===== src/rtl/srg_pkg.sv =====
package srg_pkg;

  // bit positions inside the control word (cfgSel = 1)
  localparam int CTRL_SRC_BIT    = 0;
  localparam int CTRL_CLKINV_BIT = 1;
  localparam int CTRL_FSLOW_BIT  = 2;

  // strobes and levels from control to datapath
  typedef struct packed {
    logic runDiv;   // divider running
    logic tick;     // one source tick this cycle
    logic frameOn;  // frame counter live
    logic clkInv;   // bit clock polarity
    logic fsLow;    // frame sync active low
  } gen_strobe_t;

endpackage


===== src/rtl/srg_ctrl.sv =====
module srg_ctrl
  import srg_pkg::*;
#(
  parameter int DIV_W       = 8,
  parameter int WID_W       = 8,
  parameter int PER_W       = 12,
  parameter int CFG_W       = DIV_W + WID_W + PER_W,
  parameter int SYNC_STAGES = 2
) (
  input  logic              clk,
  input  logic              rstN,
  input  logic              extClkIn,
  input  logic              genEn,
  input  logic              fsEn,
  input  logic              cfgWe,
  input  logic              cfgSel,
  input  logic [CFG_W-1:0]  cfgWdata,
  input  logic              bitEnd,
  output gen_strobe_t       strobe,
  output logic [DIV_W-1:0]  divVal,
  output logic [WID_W-1:0]  widVal,
  output logic [PER_W-1:0]  perVal
);

  localparam int WID_LSB = DIV_W;
  localparam int PER_LSB = DIV_W + WID_W;

  logic cfgTake;
  logic srcExtQ, clkInvQ, fsLowQ;
  logic [SYNC_STAGES-1:0] syncQ;
  logic syncPrev;
  logic running;
  logic frameStarted;
  logic extTick;

  assign cfgTake = cfgWe & ~genEn;

  // configuration registers, frozen while the divider runs
  always_ff @(posedge clk or negedge rstN) begin
    if (!rstN) begin
      divVal  <= '0;
      widVal  <= '0;
      perVal  <= '0;
      srcExtQ <= 1'b0;
      clkInvQ <= 1'b0;
      fsLowQ  <= 1'b0;
    end else if (cfgTake) begin
      if (!cfgSel) begin
        divVal <= cfgWdata[DIV_W-1:0];
        widVal <= cfgWdata[WID_LSB +: WID_W];
        perVal <= cfgWdata[PER_LSB +: PER_W];
      end else begin
        srcExtQ <= cfgWdata[CTRL_SRC_BIT];
        clkInvQ <= cfgWdata[CTRL_CLKINV_BIT];
        fsLowQ  <= cfgWdata[CTRL_FSLOW_BIT];
      end
    end
  end

  // external clock synchronizer chain
  for (genvar gi = 0; gi < SYNC_STAGES; gi++) begin : g_sync
    if (gi == 0) begin : g_first
      always_ff @(posedge clk or negedge rstN) begin
        if (!rstN) syncQ[gi] <= 1'b0;
        else       syncQ[gi] <= extClkIn;
      end
    end else begin : g_next
      always_ff @(posedge clk or negedge rstN) begin
        if (!rstN) syncQ[gi] <= 1'b0;
        else       syncQ[gi] <= syncQ[gi-1];
      end
    end
  end

  always_ff @(posedge clk or negedge rstN) begin
    if (!rstN) syncPrev <= 1'b0;
    else       syncPrev <= syncQ[SYNC_STAGES-1];
  end

  assign extTick = syncQ[SYNC_STAGES-1] & ~syncPrev;

  // run state for divider and frame logic
  always_ff @(posedge clk or negedge rstN) begin
    if (!rstN) begin
      running      <= 1'b0;
      frameStarted <= 1'b0;
    end else begin
      running <= genEn;
      if (!(genEn && fsEn))
        frameStarted <= 1'b0;
      else if (bitEnd)
        frameStarted <= 1'b1;
    end
  end

  always_comb begin
    strobe.runDiv  = running;
    strobe.tick    = srcExtQ ? extTick : 1'b1;
    strobe.frameOn = frameStarted;
    strobe.clkInv  = clkInvQ;
    strobe.fsLow   = fsLowQ;
  end

endmodule


===== src/rtl/srg_datapath.sv =====
module srg_datapath
  import srg_pkg::*;
#(
  parameter int DIV_W = 8,
  parameter int WID_W = 8,
  parameter int PER_W = 12
) (
  input  logic             clk,
  input  logic             rstN,
  input  gen_strobe_t      strobe,
  input  logic [DIV_W-1:0] divVal,
  input  logic [WID_W-1:0] widVal,
  input  logic [PER_W-1:0] perVal,
  output logic             bitEnd,
  output logic             bitClk,
  output logic             frameSync
);

  localparam int CMP_W = (PER_W > WID_W) ? PER_W : WID_W;

  logic [DIV_W-1:0] divCnt;
  logic [PER_W-1:0] frmCnt;
  logic [DIV_W:0]   hiLen;
  logic             highPhase;
  logic             inPulse;

  assign hiLen     = ({1'b0, divVal} + (DIV_W+1)'(2)) >> 1;
  assign highPhase = {1'b0, divCnt} < hiLen;
  assign bitEnd    = strobe.runDiv & strobe.tick & (divCnt == divVal);
  assign inPulse   = CMP_W'(frmCnt) <= CMP_W'(widVal);

  // divider counter
  always_ff @(posedge clk or negedge rstN) begin
    if (!rstN)
      divCnt <= '0;
    else if (!strobe.runDiv)
      divCnt <= '0;
    else if (strobe.tick)
      divCnt <= (divCnt == divVal) ? '0 : divCnt + 1'b1;
  end

  // frame counter in bit periods
  always_ff @(posedge clk or negedge rstN) begin
    if (!rstN)
      frmCnt <= '0;
    else if (!strobe.frameOn)
      frmCnt <= '0;
    else if (bitEnd)
      frmCnt <= (frmCnt == perVal) ? '0 : frmCnt + 1'b1;
  end

  assign bitClk    = (strobe.runDiv & highPhase) ^ strobe.clkInv;
  assign frameSync = (strobe.frameOn & inPulse) ^ strobe.fsLow;

endmodule


===== src/rtl/serial_clk_frame_gen.sv =====
module serial_clk_frame_gen
  import srg_pkg::*;
#(
  parameter int DIV_W       = 8,
  parameter int WID_W       = 8,
  parameter int PER_W       = 12,
  parameter int SYNC_STAGES = 2,
  localparam int CFG_W      = DIV_W + WID_W + PER_W
) (
  input  logic             clk,
  input  logic             rstN,
  input  logic             extClkIn,
  input  logic             genEn,
  input  logic             fsEn,
  input  logic             cfgWe,
  input  logic             cfgSel,
  input  logic [CFG_W-1:0] cfgWdata,
  output logic             bitClk,
  output logic             frameSync
);

  gen_strobe_t      strobe;
  logic             bitEnd;
  logic [DIV_W-1:0] divVal;
  logic [WID_W-1:0] widVal;
  logic [PER_W-1:0] perVal;

  srg_ctrl #(
    .DIV_W(DIV_W), .WID_W(WID_W), .PER_W(PER_W),
    .CFG_W(CFG_W), .SYNC_STAGES(SYNC_STAGES)
  ) u_ctrl (
    .clk(clk), .rstN(rstN), .extClkIn(extClkIn),
    .genEn(genEn), .fsEn(fsEn),
    .cfgWe(cfgWe), .cfgSel(cfgSel), .cfgWdata(cfgWdata),
    .bitEnd(bitEnd), .strobe(strobe),
    .divVal(divVal), .widVal(widVal), .perVal(perVal)
  );

  srg_datapath #(
    .DIV_W(DIV_W), .WID_W(WID_W), .PER_W(PER_W)
  ) u_dp (
    .clk(clk), .rstN(rstN), .strobe(strobe),
    .divVal(divVal), .widVal(widVal), .perVal(perVal),
    .bitEnd(bitEnd), .bitClk(bitClk), .frameSync(frameSync)
  );

endmodule


===== config.mk =====
export PLATFORM = sky130hd
export DESIGN_NAME = serial_clk_frame_gen
export DESIGN_NICKNAME = d
export VERILOG_FILES = /design/src/rtl/srg_pkg.sv /design/src/rtl/srg_ctrl.sv /design/src/rtl/srg_datapath.sv /design/src/rtl/serial_clk_frame_gen.sv
export SDC_FILE = /design/constraint.sdc
export NUM_CORES = 1
export LEC_CHECK = 0
export BUFFER_PORTS_ARGS = -buffer_cell sky130_fd_sc_hd__buf_2
export CAP_MARGIN = 25
export CORE_UTILIZATION = 25
export CTS_CLUSTER_DIAMETER = 80
export DETAILED_ROUTE_END_ITERATION = 8
export HOLD_SLACK_MARGIN = 0.15
export SYNTH_ARGS = -nofsm -noshare
export SYNTH_HDL_FRONTEND = slang
export SYNTH_SLANG_ARGS = --single-unit

===== constraint.sdc =====
create_clock -name clk -period 1.9 [get_ports clk]
set_input_delay 0.095 -clock clk [delete_from_list [all_inputs] [get_ports clk]]
set_output_delay 0.095 -clock clk [all_outputs]
set_load 0.02 [all_outputs]

* Yosys cells after proc, flatten, opt, wreduce, memory -nomap -nowiden
Cells that the tools add are included.
Word-level totals: register bits 56, bits in latches 0, RAM bits 0, memory bits (read-only) 0, bits of input ports 35, output and inout port bits 2, logic and storage cells 46, memories kept 0
Cells by class: add/subtract/negate cells 3, $mul 0, divide/modulo/power cells 0, magnitude comparators 2, eq/ne operators 5, shift-type cells 0, mux-type cells 9, bitwise gates (word level) 11, reduce and logical (&&, ||, !) cells 3
Operator list (number):
- 12-bit two-way mux | 3
- 8-bit two-way mux | 3
- 12-bit by 1-bit adder with 12-bit output (second input constant) | 1
- 12-bit == test | 1
- 12-bit by 8-bit less-or-equal comparator with 1-bit output | 1
- 8-bit by 2-bit adder with 9-bit output (second input constant) | 1
- 8-bit by 1-bit adder with 8-bit output (second input constant) | 1
- 8-bit == test | 1
- 8-bit < comparator | 1
- 1-bit AND | 6
- 2-bit != test (second input constant) | 2
- 2-bit AND reduction | 2
- 1-bit two-way mux | 3
- 1-bit NOT | 3
- 2-bit by 1-bit != test with 1-bit output (second input constant) | 1
- 1-bit bitwise XOR | 2
- 1-bit logical AND | 1

* Logic depth before layout (Yosys ltp)
Gate-level depths: netlist of run 1.
depth after elaboration 7, gate-level depth with buffers 10, depth with buffers taken out 10

* Hierarchy
Synthesis of run 1 repeated with hierarchy kept, for this count alone.
Unflattened totals: cell total of the unflattened synthesis 303, area, all modules 3348.2 um^2
Modules (own cells, without submodules):
- srg_datapath | instances 1, cells each 224, area an instance 1903.1 um^2, seq. area each 500.5 um^2
- srg_ctrl | instances 1, cells each 79, area an instance 1445.1 um^2, seq. area each 900.9 um^2

* Worst setup path before layout of run 1
OpenSTA, ideal clock, no wires.
path type register to output, start point register u_ctrl.divVal[1], end point output port bitClk, arrival 2091 ps, required time 1805 ps, setup slack -286 ps, cell stages (with the launch flop) 10, path through dfrtp_1 ha_1 nand3_1 xor2_1 ha_1 a21o_1 a211oi_1 nor2_1 a211oi_1 o211ai_1
On the way: word-level cells in the longest chain between the ends 4
Ends and longest elaborated chain:
- start: declaration | RTL line srg_ctrl.sv:20 | output logic [DIV_W-1:0] divVal,
- start signal: assignment | RTL line srg_ctrl.sv:49 | divVal <= cfgWdata[DIV_W-1:0];
- 8-bit by 2-bit adder with 9-bit output | RTL line srg_datapath.sv:27 | assign hiLen = ({1'b0, divVal} + (DIV_W+1)'(2)) >> 1;
- 8-bit < comparator | RTL line srg_datapath.sv:28 | assign highPhase = {1'b0, divCnt} < hiLen;
- 1-bit AND | RTL line srg_datapath.sv:52 | assign bitClk = (strobe.runDiv & highPhase) ^ strobe.clkInv;
- 1-bit bitwise XOR | RTL line srg_datapath.sv:52
- end: declaration | RTL line serial_clk_frame_gen.sv:18 | output logic bitClk,
No other way between the ends.

* Final worst setup path of run 1
Ends and elaborated chain as after synthesis.

==> flow_metrics.tcl, run 1 <==
set metrics [dict create \
    placement.io_buffers 36 \
    grt_pass1_wl_um 12500 \
    num-fill-cells 1275 \
    syn-cell-area_mm2 0.00318 \
    worstPathCellList "ha_4 -> nand3_2 -> xor2_2 -> ha_1 -> a21o_1 -> a211oi_2 -> nor2_1 -> a211oi_2 -> o211ai_1 -> buf_2" \
    synth_area_leaders "dfrtp_1 (44%), mux2_2 (8.5%), ha_1 (7.1%), xor2_1 (4.1%), xnor2_1 (3.6%)" \
    worst_slew_pin_slew_ns 0.383 \
    setup_slack_ns -0.491 \
    mostFrequentLayoutCells "dfrtp_1 (53), buf_2 (36), dlygate4sd3_1 (32)" \
    cp-start-kind "flop" \
    clk_latency_ns 0.29 \
    die_area_mm2 0.0132 \
    nets 455 \
    synth-async-reset-ratio_pct 100 \
    clkTransAtPathRegs_ns 0.07 \
    netlist.area_leader.share_pct 44.1 \
    start_util_pct 26.0 \
    ys.warnings.count 0 \
    clk_path_buf_depth 2 \
    yosys.area.top_type "dfrtp_1" \
    overflow 0 \
    critical_path.max_stage_delay_ns 0.40 \
    dieHeight_um 115 \
    cts_root_buf "clkbuf_16" \
    globalplace.congestion 0.818 \
    cp.required_ns 1.80 \
    cts_tree "yes" \
    power.density_mw_per_mm2 743 \
    syn_inst 307 \
    antenna_left 0 \
    track_usage_pct 11.9 \
    cts_buffers 5 \
    drive_gt1_share_pct 31.8 \
    finalCritPeriodShare_pct 126 \
    status "finished with violations" \
    crit_slowest_cell "dfrtp_1" \
    hp-class "primary input to asynchronous set/reset pin" \
    area_growth_pct 38.5 \
    path_delay_family "compound AO/OA/AOI/OAI gates" \
    path_common_cell "a211oi_2" \
    hold_ws_ns 0.247 \
    grt_start_max_net_pins 28 \
    ys_seq_area_share_pct 44.1 \
    ys.flop_type "dfrtp_1" \
    drc_errors 0 \
    ir_worst_vdd_mv 0.366 \
    io_pins 37 \
    worstSetupPathType "flop to output pin" \
    grt_pass1_vias 2539 \
    num_vias 2627 \
    cap_viol_max_count 0 \
    syn_nets 360 \
    crit_path_max_fanout 3 \
    synth-edff-count 0 \
    utilization_pct 36.1 \
    ys_seq_elements 56 \
    fin_worst_skew_ns 0.00760 \
    fp.dieW_um 115 \
    wl_per_cell_um 13.0 \
    drt_first_pass_iters 4 \
    finalCriticalPeriod_ns 2.39 \
    multi_input_area_mm2 0.00182 \
    grt_setup_unrepaired "true" \
    cts.sinks 56 \
    setup_viol_count_final 2 \
    viasPerCell 4.59 \
    p_leak_nw 1.94 \
    htreeDepth 2 \
    worstPathArrival_ns 2.30 \
    ys_types 46 \
    antenna_found_initial 1 \
    final_common_cell "dfrtp_1" \
    relSlewSlack_pct 74.5 \
    timing.final.hold_violations 0 \
    hpwl_um 5470 \
    fmax_mhz 418 \
    regArea_mm2 0.00141 \
    core_area_mm2 0.0122 \
    critPathCaptureType "output pin" \
    path_buf_inv 1 \
    slew_viol_final 0 \
    drt-total-wl_um 7450 \
    row_count 40 \
    violations "setup timing" \
    first_iter_violations 182 \
    syn_area_per_cell_um2 10.4 \
]
## path summary, 6_finish.rpt
kind	endpoint	from	cells past startpoint	slack (ns)
max in group asynchronous	u_ctrl.divVal[4]	rstN	3	1.03
min reg2reg	u_ctrl.syncQ[1]	u_ctrl.syncQ[0]	0	0.35
max reg2reg	u_dp.frmCnt[3]	u_ctrl.divVal[3]	7	0.12
min in group clk	u_ctrl.clkInvQ	cfgWe	3	0.35
max	bitClk	u_ctrl.divVal[1]	10	-0.49
min	u_ctrl.perVal[8]	rstN	2	0.25
## area by class of cell
type / instances / share of cell area [%]
Sequential cell: 56 / 31.9
Clock buffer: 6 / 3.15
Multi-Input combinational cell: 228 / 41.4
Clock inverter: 2 / 0.881
Tap cell: 168 / 4.77
Antenna cell: 1 / 0.0568
Timing Repair Buffer: 99 / 16.8
Inverter: 12 / 1.02
## cells by family (layout without fill, tap and decap cells)
| kind of cell | after synthesis | count (layout) | synth area share (%) |
|---|---|---|---|
| and+or+nand+nor | 103 | 103 | 17.6 |
| DFF | 56 | 56 | 44.1 |
| AOI/OAI and AO/OA | 55 | 55 | 12.0 |
| xor gates and xnor gates | 28 | 28 | 7.71 |
| muxes | 24 | 24 | 8.50 |
| buffers and inverters | 23 | 119 | 2.99 |
| adders and majority gates | 18 | 18 | 7.08 |
| other | 0 | 1 | 0 |
## sequential cells by signal, summed over array words and instances, names as in the netlist
signal,cells
u_ctrl.perVal,12
u_dp.frmCnt,12
u_ctrl.divVal,8
u_ctrl.widVal,8
u_dp.divCnt,8
u_ctrl.syncQ,2
u_ctrl.clkInvQ,1
u_ctrl.frameStarted,1
u_ctrl.fsLowQ,1
u_ctrl.running,1
u_ctrl.srcExtQ,1
u_ctrl.syncPrev,1
## Yosys cell counts, types with 2 or more instances
master and instances:
o221ai_1 8, nand2_1 30, o41ai_1 2, mux2_2 24, clkbuf_1 3, nand3_1 20, o22ai_1 2, inv_1 12
nand3b_1 4, o211a_1 2, a211oi_1 2, o211ai_1 2, o2111ai_1 2, o21a_1 4, xnor2_1 13, nor3_1 3
nor4_1 7, dfrtp_1 56, or3_1 3, xor2_1 15, and3_1 7, ha_1 18, buf_2 7, nand4_2 2
nand4_1 7, a31oi_1 2, a21oi_1 7, a2bb2oi_1 2, nand2b_1 3, a21o_1 2, nor2_1 9, o21ai_0 13
## per-layer routing
layer,wire length (µm),GRT usage [%]
met2,3420,19.0
met3,221,2.21
met4,48,3.03
met5,0,0
met1,3760,16.6
## stage by stage
step | power, W | worst slack [ns] | std cells | area, µm² | TNS [ns]
3_5_place_dp | 0.00209 | -0.181 | 524 | 3720 | -0.181
5_1_grt | 0.00346 | -0.618 | 572 | 4400 | -0.974
6_report | 0.00327 | -0.491 | 572 | 4400 | -0.738
4_1_cts | 0.00325 | -0.484 | 566 | 4260 | -0.736
3_3_place_gp | 0.00207 | -0.140 | 524 | 3720 | -0.140
2_1_floorplan | 0.00186 | -0.121 | 307 | 3190 | -0.121
## power by group
group          switching (W)  total [W]  internal [W]
combinational       0.000330   0.000737      0.000408
clock               0.000425    0.00109      0.000661
sequential          0.000122    0.00145       0.00133
## repair_timing
item,CTS,global route
hold buffers,32,0
gates resized for setup,6,20
hold endpoints to repair,90,0
pin swaps,2,5
setup endpoints to repair,3,13
buffers inserted,2,4
cloned,0,1
(Power assumes the default switching activity.)
==> run 2: changes to the inputs <==
- MAX_ROUTING_LAYER: default -> met4
==> run 2 against run 1 <==
The run still ends with setup timing left. Sequential share of layout area shrank 0.23 points. First-iteration DRC count grew 6.0%. Sequential power is essentially flat. Routed wire length grew 2.2%. Clock power is essentially flat. Via count grew 1.4%. Power grew 0.41%. Setup slack gained 0.0019 ns. Critical path depth is the same. Global-route usage grew 0.35 points. Worst hold slack gained 0.0022 ns. Clock skew is essentially flat. Critical path type unchanged. Largest cell class unchanged.
==> flow_metrics.tcl, run 2 (synthesis gave the netlist of run 1 again) <==
set metrics [dict create \
    status "finished with violations" \
    violations "setup timing" \
    die_area_mm2 0.0132 \
    cts_buffers 5 \
    placement.io_buffers 36 \
    finalCritPeriodShare_pct 126 \
    cts_root_buf "clkbuf_16" \
    drive_gt1_share_pct 32.4 \
    io_pins 37 \
    slew_viol_final 0 \
    worst_slew_pin_slew_ns 0.389 \
    drt_first_pass_iters 4 \
    placed_cell_area_mm2 0.00372 \
    antenna_left 0 \
    setup_slack_ns -0.489 \
    clk_path_buf_depth 2 \
    mostFrequentLayoutCells "dfrtp_1 (53), buf_2 (36), dlygate4sd3_1 (32)" \
    critPathCaptureType "output pin" \
    crit_path_max_fanout 3 \
    viasPerCell 4.65 \
    antenna_found_initial 1 \
    clkTransAtPathRegs_ns 0.07 \
    globalplace.congestion 0.831 \
    layout.cells.non_filler 573 \
    row_count 40 \
    grt_setup_unrepaired "true" \
    track_usage_pct 12.3 \
    cts.sinks 56 \
    crit_start "u_ctrl.divVal[1]" \
    r2r_slack_ns 0.07 \
    core_area_mm2 0.0122 \
    worstSetupPathType "flop to output pin" \
    reg.largest.list "u_ctrl.perVal: 12 flops, u_dp.frmCnt: 12 flops" \
    hp-class "primary input to asynchronous set/reset pin" \
    p_leak_nw 1.98 \
    dp_cells 524 \
    final_common_cell "dfrtp_1" \
    fp.dieW_um 115 \
    drc_errors 0 \
    first_iter_violations 193 \
    cts_tree "yes" \
    ir_worst_vdd_mv 0.364 \
    timing.rr.start "u_ctrl.divVal[3]" \
    fin_worst_skew_ns 0.00750 \
    area_growth_pct 39.5 \
    overflow 0 \
    clk_latency_ns 0.29 \
    grt_start_max_net_pins 28 \
    htreeDepth 2 \
    power.density_mw_per_mm2 741 \
    grt_pass1_wl_um 12500 \
    cp.required_ns 1.80 \
    fmax_mhz 419 \
    num_vias 2664 \
    drt-total-wl_um 7620 \
    timing.final.hold_violations 0 \
    cap_viol_max_count 0 \
    hpwl_um 5470 \
    hold_ws_ns 0.249 \
    final_cell_area_mm2 0.00443 \
    dieHeight_um 115 \
    relSlewSlack_pct 74.0 \
    start_util_pct 26.0 \
    wl_per_cell_um 13.3 \
    grt_pass1_vias 2533 \
    nets 456 \
    cp-start-kind "flop" \
    setup_viol_count_final 2 \
    worstPathArrival_ns 2.29 \
    finalCriticalPeriod_ns 2.39 \
]
-- run 2: changes by cell type in the layout (fill, tap and decap cells not counted), sizes merged --
cell	delta
buf	+1
-- run 2: final timing paths --
kind	depth (start not counted)	end
max in group asynchronous	3	u_ctrl.divVal[4]
min reg2reg	0	u_ctrl.syncQ[1]
min in group clk	3	u_ctrl.clkInvQ
min	2	u_ctrl.perVal[8]
max	10	bitClk
max reg2reg	7	u_dp.frmCnt[3]
-- run 2: stage by stage --
stage	total power, W	setup TNS (ns)	worst slack (ns)	util, %
2_1_floorplan	0.00186	-0.121	-0.121	-
3_3_place_gp	0.00207	-0.140	-0.140	30.5
3_5_place_dp	0.00209	-0.181	-0.181	30.5
4_1_cts	0.00325	-0.736	-0.484	34.9
5_1_grt	0.00347	-1.13	-0.617	36.3
6_report	0.00329	-0.736	-0.489	36.3
-- run 2: where the power goes --
part | internal, W | switching (W) | total, W
Combinational | 0.000414 | 0.000335 | 0.000749
Clock | 0.000661 | 0.000425 | 0.00109
Sequential | 0.00133 | 0.000122 | 0.00145
-- run 2: layout make-up --
class | instances | area, µm²
fillers | 1272 | 7780
multi-input cells | 228 | 1850
flip-flops and latches | 56 | 1410
repair buffers | 100 | 748
well taps | 168 | 210
clock buffers | 6 | 139
inverters | 12 | 45.0
clock inverters | 2 | 38.8
diodes | 1 | 2.50
-- run 2: repair_timing --
action	4_1_cts	5_1_grt
pin swaps	2	5
hold buffers	32	0
endpoints found under the setup margin	3	13
endpoints found under the hold margin	90	0
cloned	0	1
buffers inserted	2	5
resized for setup	6	23
-- run 2: per-layer routing --
metal | share of wire [%] | vias up | track usage (%)
met2 | 46 | 54 | 19.0
met3 | 4.1 | 5 | 2.06
met4 | 0.76 | 0 | 3.03
met1 | 49 | 1283 | 16.7
met5 | 0 | - | -
li1 | - | 1322 | -
-- run 2: critical path, cell delays in order, from the launching register on --
cell and delay, ns:
dfrtp_1 0.39, ha_4 0.16, nand3_2 0.07, xor2_2 0.15, ha_1 0.31, a21o_1 0.18, a211oi_2 0.21, nor2_1 0.07
a211oi_2 0.19, o211ai_1 0.10, buf_2 0.17
==> run 3: changes to the inputs <==
--- a/config.mk
+++ b/config.mk
@@ -9,2 +9,3 @@
 export CAP_MARGIN = 25
+export CORE_ASPECT_RATIO = 2
 export CORE_UTILIZATION = 25
==> constraint.sdc (replaced) <==
create_clock -name clk -period 1.9 [get_ports clk]
set_input_delay 0.38 -clock clk [delete_from_list [all_inputs] [get_ports clk]]
set_output_delay 0.38 -clock clk [all_outputs]
set_load 0.02 [all_outputs]
==> run 3 against run 2 <==
The flow still finishes with violations (setup timing). Non-clock buffer count fell by 14. Final area fell by 5.6%. Via count fell by 2.1%. Critical path depth did not move. Sequential power barely moved. Largest cell class unchanged. Highest routed layer unchanged.
==> flow_metrics.tcl, run 3 (synthesis gave the netlist of run 1 again) <==
set metrics [dict create \
    relSlewSlack_pct 76.3 \
    grt_pass1_wl_um 13200 \
    clk_path_buf_depth 2 \
    finalCriticalPeriod_ns 2.64 \
    critPathCaptureType "output pin" \
    viasPerCell 4.83 \
    path_delay_family "compound AO/OA/AOI/OAI gates" \
    row_count 58 \
    final_common_cell "dfrtp_1" \
    reg.largest.list "u_ctrl.perVal: 12 flops, u_dp.frmCnt: 12 flops" \
    track_usage_pct 13.7 \
    cts.sinks 56 \
    htreeDepth 2 \
    die_area_mm2 0.0132 \
    finalCritPeriodShare_pct 139 \
    overflow 0 \
    violations "setup timing" \
    diodes 0 \
    slew_viol_final 0 \
    setup_viol_count_final 2 \
    cp.required_ns 1.52 \
    wl_per_cell_um 15.1 \
    status "finished with violations" \
    path_common_cell "a211oi_2" \
    clk_latency_ns 0.30 \
    cp-start-kind "flop" \
    setup_slack_ns -0.739 \
    cts_buffers 5 \
    start_util_pct 25.5 \
    worstPathArrival_ns 2.26 \
    antenna_left 0 \
    fin_worst_skew_ns 0.0137 \
    io_pins 37 \
    drt-total-wl_um 8140 \
    fmax_mhz 379 \
    power.density_mw_per_mm2 748 \
    path_depth 10 \
    critical_path.max_stage_delay_ns 0.41 \
    placement.io_buffers 36 \
    grt_setup_unrepaired "true" \
    p_leak_nw 1.89 \
    nets 442 \
    crit_slowest_cell "dfrtp_1" \
    r2r_slack_ns 0.02 \
    antenna_found_initial 0 \
    dp_cells 524 \
    dieHeight_um 161 \
    ir_worst_vdd_mv 0.336 \
    globalplace.congestion 0.818 \
    hold_depth 1 \
    path_buf_inv 1 \
    cts_tree "yes" \
    layout.cells.non_filler 540 \
    cts_root_buf "clkbuf_16" \
    cap_viol_max_count 0 \
    worst_slew_pin_slew_ns 0.353 \
    drive_gt1_share_pct 35.6 \
    worstSetupPathType "flop to output pin" \
    grt_pass1_vias 2680 \
    area_growth_pct 31.6 \
    first_iter_violations 117 \
    num_vias 2609 \
    worstPathCellList "ha_4 -> nand3_2 -> xor2_1 -> ha_1 -> a21o_1 -> a211oi_2 -> nor2_1 -> a211oi_2 -> o211ai_1 -> buf_2" \
    pre_cts_ws_ns -0.442 \
    drt_first_pass_iters 4 \
    tns_ns -1.31 \
    clkTransAtPathRegs_ns 0.07 \
    crit_path_max_fanout 3 \
    mostFrequentLayoutCells "dfrtp_1 (55), buf_4 (44), buf_2 (36)" \
    grt_start_max_net_pins 57 \
    worstRegToRegCells 6 \
    timing.final.hold_violations 0 \
    drc_errors 0 \
    hp-class "primary input to flop" \
    hpwl_um 6170 \
    fp.dieW_um 81.7 \
    core_area_mm2 0.0125 \
]
==> run 3: cell types whose count changed in the layout (fill, tap and decap cells not counted), moves of 2 or more <==
cell and delta:
buf_4 +14, xnor2_2 -2, dfrtp_2 -2, dfrtp_1 +2, dlygate4sd3_1 -31, buf_12 +2, xnor2_1 +2
==> run 3: final cells by class <==
cell class                      count  area (µm²)
Clock buffer                        5         125
Clock inverter                      3        21.3
Fill cell                        1279        8300
Inverter                           12        45.0
Multi-Input combinational cell    228        1810
Sequential cell                    56        1400
Tap cell                          150         188
Timing Repair Buffer               86         598
==> run 3: metrics by stage <==
step	power (W)	instance area [µm²]	hold slack [ns]	util (%)
global placement	0.00214	3860	0.340	30.9
finish	0.00313	4190	0.191	33.5
global route	0.00332	4190	0.188	33.5
floorplan	0.00186	3200	0.0844	-
detailed placement	0.00217	3860	0.336	30.9
CTS	0.00314	4050	0.184	32.4
==> run 3: worst paths after layout <==
check                                       from          endpoint
min in group asynchronous                   rstN  u_ctrl.widVal[3]
worst min register to register   u_ctrl.syncQ[0]   u_ctrl.syncQ[1]
worst max-delay path            u_ctrl.divVal[2]            bitClk
worst max register to register    u_dp.divCnt[0]    u_dp.frmCnt[3]
worst min-delay path                    extClkIn   u_ctrl.syncQ[0]
max in group asynchronous                   rstN  u_ctrl.divVal[3]
==> run 3: layer usage <==
layer | track usage, % | vias to the layer above | wire [µm]
li1 | - | 1291 | -
met1 | 13.6 | 1249 | 2930
met2 | 24.4 | 49 | 4580
met3 | 1.98 | 20 | 220
met4 | 7.66 | 0 | 411
met5 | - | - | 0
==> run 3: power breakdown <==
| part | switching, W | total, W | internal, W | leakage, nW |
|---|---|---|---|---|
| Combinational | 0.000360 | 0.000764 | 0.000404 | 1.11 |
| Clock | 0.000439 | 0.000931 | 0.000492 | 0.0702 |
| Sequential | 0.000106 | 0.00143 | 0.00133 | 0.707 |
==> run 3: timing repair <==
action	4_1_cts	5_1_grt
endpoints found under the setup margin	8	13
pin swaps	3	3
hold endpoints to repair	56	0
setup buffers	1	6
resized for setup	4	17
hold buffers	1	0
cloned	0	1
==> run 3: worst register-to-register path, cell delays in order (launching register included) <==
cell and delay (ns):
dfrtp_1 0.42, buf_4 0.17, xnor2_1 0.19, nand4_2 0.18
nor3_4 0.32, nand2_8 0.11, o41ai_1 0.37
